--- src/rtl/gpio_out_ctrl.sv ---
module gpio_out_ctrl #(
  parameter int NPIN = 32
) (
  input  logic                 clk,
  input  logic                 rst_n,
  input  logic                 set_stb,
  input  logic [NPIN-1:0]      set_mask,
  input  logic                 clr_stb,
  input  logic [NPIN-1:0]      clr_mask,
  input  logic                 wr_stb,
  input  logic [NPIN-1:0]      wr_data,
  input  logic                 cfg_stb,
  input  logic [3:0]           cfg_op,
  input  logic [NPIN-1:0]      cfg_mask,
  input  logic [3:0][NPIN-1:0] periph_out,
  input  logic [3:0][NPIN-1:0] periph_oe,
  output logic [NPIN-1:0]      pad_out,
  output logic [NPIN-1:0]      pad_oe,
  output logic [NPIN-1:0]      odata,
  output logic [NPIN-1:0]      od_mask
);
  localparam logic [3:0] OP_OE_ON    = 4'd0;
  localparam logic [3:0] OP_OE_OFF   = 4'd1;
  localparam logic [3:0] OP_OWN_ON   = 4'd2;
  localparam logic [3:0] OP_OWN_OFF  = 4'd3;
  localparam logic [3:0] OP_OD_ON    = 4'd4;
  localparam logic [3:0] OP_OD_OFF   = 4'd5;
  localparam logic [3:0] OP_WE_ON    = 4'd6;
  localparam logic [3:0] OP_WE_OFF   = 4'd7;
  localparam logic [3:0] OP_SEL0_SET = 4'd8;
  localparam logic [3:0] OP_SEL0_CLR = 4'd9;
  localparam logic [3:0] OP_SEL1_SET = 4'd10;
  localparam logic [3:0] OP_SEL1_CLR = 4'd11;

  logic [NPIN-1:0] odata_q, oe_q, own_q, od_q, we_q, sel0_q, sel1_q;
  logic [NPIN-1:0] set_eff, clr_eff, wr_eff;

  assign set_eff = set_stb ? set_mask : '0;
  assign clr_eff = clr_stb ? clr_mask : '0;
  assign wr_eff  = wr_stb  ? we_q     : '0;

  always_ff @(posedge clk or negedge rst_n) begin
    if (!rst_n) odata_q <= '0;
    else        odata_q <= (((odata_q & ~wr_eff) | (wr_data & wr_eff)) | set_eff) & ~clr_eff;
  end

  always_ff @(posedge clk or negedge rst_n) begin
    if (!rst_n) begin
      oe_q   <= '0;
      own_q  <= '1;
      od_q   <= '0;
      we_q   <= '0;
      sel0_q <= '0;
      sel1_q <= '0;
    end else if (cfg_stb) begin
      case (cfg_op)
        OP_OE_ON:    oe_q   <= oe_q   |  cfg_mask;
        OP_OE_OFF:   oe_q   <= oe_q   & ~cfg_mask;
        OP_OWN_ON:   own_q  <= own_q  |  cfg_mask;
        OP_OWN_OFF:  own_q  <= own_q  & ~cfg_mask;
        OP_OD_ON:    od_q   <= od_q   |  cfg_mask;
        OP_OD_OFF:   od_q   <= od_q   & ~cfg_mask;
        OP_WE_ON:    we_q   <= we_q   |  cfg_mask;
        OP_WE_OFF:   we_q   <= we_q   & ~cfg_mask;
        OP_SEL0_SET: sel0_q <= sel0_q |  cfg_mask;
        OP_SEL0_CLR: sel0_q <= sel0_q & ~cfg_mask;
        OP_SEL1_SET: sel1_q <= sel1_q |  cfg_mask;
        OP_SEL1_CLR: sel1_q <= sel1_q & ~cfg_mask;
        default: ;
      endcase
    end
  end

  for (genvar i = 0; i < NPIN; i++) begin : g_pin
    logic [1:0] sel;
    logic       gp_oe;
    assign sel       = {sel1_q[i], sel0_q[i]};
    assign gp_oe     = oe_q[i] & ~(od_q[i] & odata_q[i]);
    assign pad_out[i] = own_q[i] ? odata_q[i] : periph_out[sel][i];
    assign pad_oe[i]  = own_q[i] ? gp_oe      : periph_oe[sel][i];
  end

  assign odata   = odata_q;
  assign od_mask = od_q;

  AST_SET_TAKES: assert property (@(posedge clk) disable iff (!rst_n)
    set_stb |=> ((odata_q & $past(set_mask & ~(clr_stb ? clr_mask : '0))) == $past(set_mask & ~(clr_stb ? clr_mask : '0))));
  AST_CLR_WINS: assert property (@(posedge clk) disable iff (!rst_n)
    clr_stb |=> ((odata_q & $past(clr_mask)) == '0));
  AST_WE_GUARD: assert property (@(posedge clk) disable iff (!rst_n)
    (!set_stb && !clr_stb) |=> (((odata_q ^ $past(odata_q)) & ~($past(wr_stb) ? $past(we_q) : '0)) == '0));
  AST_OD_RELEASE: assert property (@(posedge clk) disable iff (!rst_n)
    ((pad_oe & own_q & od_q & odata_q) == '0));
  AST_BAD_OP_IDLE: assert property (@(posedge clk) disable iff (!rst_n)
    (cfg_stb && cfg_op >= 4'd12) |=> ($stable(oe_q) && $stable(own_q) && $stable(od_q) && $stable(we_q)));
endmodule

--- config.mk ---
export PLATFORM = sky130hd
export DESIGN_NAME = gpio_out_ctrl
export DESIGN_NICKNAME = d
export VERILOG_FILES = /design/src/rtl/gpio_out_ctrl.sv
export SDC_FILE = /design/constraint.sdc
export NUM_CORES = 1
export LEC_CHECK = 0
export BUFFER_PORTS_ARGS = -buffer_cell sky130_fd_sc_hd__buf_2
export CORE_AREA = 2 2 203 205
export CTS_CLUSTER_SIZE = 8
export DETAILED_ROUTE_END_ITERATION = 8
export DIE_AREA = 0 0 205 207
export PLACE_DENSITY = 0.52
export SLEW_MARGIN = 20
export SYNTH_ARGS = -nofsm -noshare
export SYNTH_HDL_FRONTEND = slang
export SYNTH_SLANG_ARGS = --single-unit
--- constraint.sdc ---
create_clock -name clk -period 1.6 [get_ports clk]
set_clock_uncertainty 0.1 [all_clocks]
set_input_delay 0.32 -clock clk [delete_from_list [all_inputs] [get_ports clk]]
set_output_delay 0.32 -clock clk [all_outputs]
set_load 0.02 [all_outputs]
After elaboration in Yosys (flattened, before gate mapping)
Cells that the tools add are included. Widths: inputs -> output; s select.

Register bits: 224. Input bits: 394. Output and inout port bits: 128. Word-level logic and storage cells: 380.

Magnitude comparators: 32. Eq/ne operators: 11. Mux-type cells: 201. Bitwise gates (word level): 116. Reductions and logical operators: 13.

Operators by type and width (count): $bmux 32 s2 (64); $pmux 32 s2 (6); $and 32x32->32 (9); $or 32x32->32 (8); $mux 32 (5); $lt 2x3->1 const B (32); $not 32->32 (3); $mux 1 (66); $and 1x1->1 (64); $mux 31 (2); $mux 30 (2); $mux 29 (2); $mux 28 (2); $mux 27 (2); $mux 26 (2); $mux 25 (2); $mux 24 (2); $mux 23 (2); $mux 22 (2); $mux 21 (2); $mux 20 (2); $mux 19 (2); $mux 18 (2); $mux 17 (2); other kinds (23) (86).

Logic depth before layout (Yosys ltp)
Word-level depth: 6. Mapped depth: 5. Gate-level depth less buffers: 3.

Worst setup path after synthesis
OpenSTA, ideal clock, no wires.

Path kind: flip-flop to output port. Start: reg (tool-made name). End: out pad_oe[0]. Arrival: 1.461 ns. Required time: 1.180 ns. Setup slack: -0.281 ns. Cell stages (with the launch flop): 4. Buffers on the path: 1. Cells stage by stage: dfrtp_1 -> clkbuf_1 -> mux2i_1 -> o311ai_0.

RTL lines: to (decl) (RTL line 18) `output logic [NPIN-1:0] pad_oe,`.

==> insert_results.sql <==
INSERT INTO impl_metrics (metric_group, metric, value, unit) VALUES
('worst_setup_path', 'r2r_setup_slack', '0.45', 'ns'),
('floorplanning', 'core_area', '0.04037', 'mm^2'),
('placed_design', 'preCtsSetupSlack', '-0.1029', 'ns'),
('routing', 'drc', '0', ''),
('clock_tree', 'clkTransAtPathRegs', '0.05', 'ns'),
('global_routing', 'antenna_found_initial', '5', ''),
('logic_synthesis', 'yosysWarnings', '0', ''),
('logic_synthesis', 'synthDistinctLibCells', '25', ''),
('floorplanning', 'io_pins', '522', ''),
('run', 'drv.max_cap_violation_count', '0', ''),
('floorplanning', 'number_of_placement_rows', '74', ''),
('global_routing', 'grt_first_pass_wirelength', '72.13', 'mm'),
('clock_tree', 'cts.htree.levels', '2', ''),
('worst_setup_path', 'path_max_fanout', '4', ''),
('routing', 'drt_first_pass_iters', '5', ''),
('logic_synthesis', 'ys_ff_latch', '224', ''),
('power', 'worst_ir_drop_on_vdd', '0.0005522', 'V'),
('min_path', 'hold_path_class', 'input pin to register', ''),
('worst_setup_path', 'crit_path_end_kind', 'output pin', ''),
('sta', 'report.final.slew_viol_count', '0', ''),
('placed_design', 'globalplace.congestion', '0.9262', ''),
('sta', 'holdWs', '0.02507', 'ns'),
('clock_tree', 'clock-sinks', '224', ''),
('global_routing', 'gr-total-overflow', '0', ''),
('routing', 'detailroute.via_count', '12990', ''),
('floorplanning', 'total_die_area', '0.04244', 'mm^2'),
('floorplanning', 'width_of_the_die', '205', 'um'),
('placed_design', 'numPortBuffers', '521', ''),
('cells_and_area', 'num-nets-final', '2252', ''),
('clock_tree', 'cts_tree', 'built', ''),
('routing', 'drtAntennaViolNets', '0', ''),
('cells_and_area', 'layout-drive-gt1-share', '50.40', '%'),
('power', 'internal-power', '0.01561', 'W'),
('worst_setup_path', 'timing.critical_path.arrival', '1.73', 'ns'),
('global_routing', 'globalRouteMet1Util', '26.79', '%'),
('run_status', 'status', 'finished with violations', ''),
('power', 'cellLeakagePower', '8.356', 'nW'),
('sta', 'fin_crit_sh', '134.3', '%'),
('worst_setup_path', 'worst-endpoint-required', '1.18', 'ns'),
('routing', 'via_per_inst', '5.384', ''),
('routing', 'post_drt_wl_per_cell', '19.39', 'um'),
('logic_synthesis', 'postSynthAreaPerCell', '9.562', 'um^2'),
('global_routing', 'grt_max_degree', '52', ''),
('sta', 'maxClockFrequency', '465.4', 'MHz'),
('worst_setup_path', 'rr_endpoint', 'odata[14]', ''),
('global_routing', 'gr-max-usage-layer', 'met2', ''),
('worst_setup_path', 'worstRegToRegCells', '3', ''),
('routing', 'detail_route.iter0.violations', '681', ''),
('cells_and_area', 'area_growth', '54.17', '%'),
('logic_synthesis', 'share_of_the_yosys_chip_area_belonging_to_registers', '46.64', '%'),
('clock_tree', 'number_of_buffers_created_by_cts', '34', ''),
('sta', 'finalHoldViolations', '0', ''),
('global_routing', 'grt_use_total', '21.09', '%'),
('cells_and_area', 'nFillCells', '3920', ''),
('worst_setup_path', 'critical_path.startpoint_type', 'register', ''),
('global_routing', 'global_route.usage.met2', '36.61', '%'),
('power', 'power.net_switching', '0.008450', 'W'),
('placed_design', 'post-dp-hpwl', '33.04', 'mm'),
('clock_tree', 'clkLatencyLatePin', '0.49', 'ns'),
('run_status', 'violations', 'negative setup slack', ''),
('sta', 'layout_setup_ws', '-0.5487', 'ns'),
('min_path', 'number_of_stages_on_the_worst_hold_path', '3', ''),
('sta', 'rsz0062_at_grt', 'yes', ''),
('global_routing', 'via_count_of_the_first_global_routing_pass', '12960', ''),
('sta', 'period_needed', '2.149', 'ns'),
('power', 'power.density_cell_area', '1289', 'mW/mm^2'),
('logic_synthesis', 'synthesis.instances', '1266', ''),
('power', 'share_seq_of_total_power', '36.9', '%'),
('sta', 'timing.final.setup_violations', '64', ''),
('power', 'netSwitchingFraction', '35.13', '%'),
('worst_setup_path', 'setup.worst_path.class', 'register to output pin', ''),
('floorplanning', 'initial_core_util', '29.99', '%'),
('clock_tree', 'clock_tree.buffer_depth', '3', ''),
('logic_synthesis', 'syn_area', '0.01211', 'mm^2'),
('logic_synthesis', 'syn_nets', '1660', ''),
('routing', 'drt-total-wl', '46.77', 'mm'),
('worst_setup_path', 'critPathCapture', 'pad_out[24]', ''),
('power', 'power.share.combinational', '36.0', '%'),
('power', 'clock_power_share', '27.1', '%'),
('global_routing', 'gr-usage-met3', '4.154', '%'),
('floorplanning', 'chipHeight', '207', 'um'),
('sta', 'timing.slew.headroom', '68.68', '%'),
('clock_tree', 'cts-root-buf', 'sky130_fd_sc_hd__clkbuf_16', ''),
('sta', 'worst_pin_slew', '0.4699', 'ns');
## repair_timing
action | in CTS | in global routing
pin swaps | 34 | 10
hold buffers | 36 | 0
hold endpoints to repair | 69 | 0
resized for setup | 233 | 57
setup buffers | 27 | 14
setup endpoints to repair | 68 | 69
## area by class of cell
type	instances	area, um^2	area share (%)
clock inverters	2	13.76	0.07375
inverters	32	120.1	0.6436
flip-flops and latches	224	5695	30.52
multi-input cells	872	6625	35.50
repair buffers	694	4582	24.55
clock buffers	53	953.4	5.109
well taps	532	665.6	3.567
diodes	3	7.507	0.04023
## placed cells by master, fill, tap and decap left out, types with 17 or more instances in the layout
cell type	instances
sky130_fd_sc_hd__nor2b_2	19
sky130_fd_sc_hd__buf_2	459
sky130_fd_sc_hd__dfrtp_2	40
sky130_fd_sc_hd__clkbuf_16	35
sky130_fd_sc_hd__a2111oi_2	28
sky130_fd_sc_hd__o311ai_2	27
sky130_fd_sc_hd__a21oi_1	226
sky130_fd_sc_hd__nand3_1	28
sky130_fd_sc_hd__nor2b_1	39
sky130_fd_sc_hd__buf_6	36
sky130_fd_sc_hd__dlygate4sd3_1	36
sky130_fd_sc_hd__mux2_4	19
sky130_fd_sc_hd__inv_1	29
sky130_fd_sc_hd__clkbuf_1	17
sky130_fd_sc_hd__nand2_1	79
sky130_fd_sc_hd__mux2i_1	63
sky130_fd_sc_hd__a221oi_1	32
sky130_fd_sc_hd__dfstp_2	32
sky130_fd_sc_hd__dfrtp_1	152
sky130_fd_sc_hd__and3_1	32
sky130_fd_sc_hd__a221oi_2	29
sky130_fd_sc_hd__a31oi_1	192
sky130_fd_sc_hd__buf_4	139
sky130_fd_sc_hd__buf_12	23
## stage by stage
step / total power, W / cells / utilization, % / setup TNS (ns) / cell area (um^2)
2_1_floorplan: 0.01295 / 1266 / - / -0.2888 / 12500
3_3_place_gp: 0.01589 / 2279 / 39.98 / -0.3669 / 16140
3_5_place_dp: 0.01604 / 2279 / 39.98 / -0.8839 / 16140
4_1_cts: 0.02390 / 2395 / 45.39 / -29.25 / 18330
5_1_grt: 0.02542 / 2410 / 46.22 / -32.17 / 18660
6_report: 0.02406 / 2412 / 46.23 / -27.44 / 18660
## synth_stat cells, drive strengths merged
cell type	n	area (um^2)
and3	32	200.2
inv	32	120.1
nor4b	1	15.01
a311oi	6	52.55
and4b	2	20.02
nand3	29	145.1
mux2	29	326.6
clkbuf	83	311.6
a2111oi	35	306.5
dfrtp	192	4805
nand2	93	349.1
and2	1	6.260
nor2	3	11.26
a21oi	227	1136
a221oi	61	534.3
o311ai	29	254.0
mux2i	64	640.6
dfstp	32	840.8
and4bb	3	37.53
buf	55	385.4
nor2b	65	406.6
a31oi	192	1201
## worst min-delay path by stage
stage | from | to | slack, ns
finish | set_mask[28] | odata[28] | 0.03
global route | set_mask[6] | odata[6] | 0.03
CTS | set_mask[28] | odata[28] | 0.0005
detailed placement | rst_n | async pin | 0.18
global placement | rst_n | async pin | 0.18
floorplan | rst_n | async pin | -0.08
## critical path: stages (launching register included)
cell and delay [ns]:
sky130_fd_sc_hd__dfrtp_2 0.44, sky130_fd_sc_hd__a2111oi_2 0.42, sky130_fd_sc_hd__buf_4 0.18, sky130_fd_sc_hd__a221oi_2 0.04, sky130_fd_sc_hd__buf_4 0.17
## per-layer routing
layer / part of all wire (%) / vias to the layer above / routed length [um]
met4: 1.9 / 4 / 911
met1: 41 / 6357 / 19240
met2: 50 / 481 / 23470
met5: 0.060 / - / 28
met3: 6.7 / 74 / 3116
li1: - / 6071 / -
## power groups by stage
stage / clock network, W / logic (W) / registers, W
final: 0.00653 / 0.00865 / 0.00888
after global routing: 0.00698 / 0.00940 / 0.00904
after floorplan: 0 / 0.00453 / 0.00843
after CTS: 0.00674 / 0.00835 / 0.00881
after detailed placement: 0 / 0.00736 / 0.00868
after global placement: 0 / 0.00725 / 0.00865
## cell families after synthesis
logic type,Yosys count,share of synthesized area (%)
buffers and inverters,170,6.749
multiplexers,93,7.990
flip-flops,224,46.64
AO/OA/AOI/OAI,550,28.79
AND/OR/NAND/NOR,229,9.840
No activity file was read; power rests on OpenSTA's default activity.
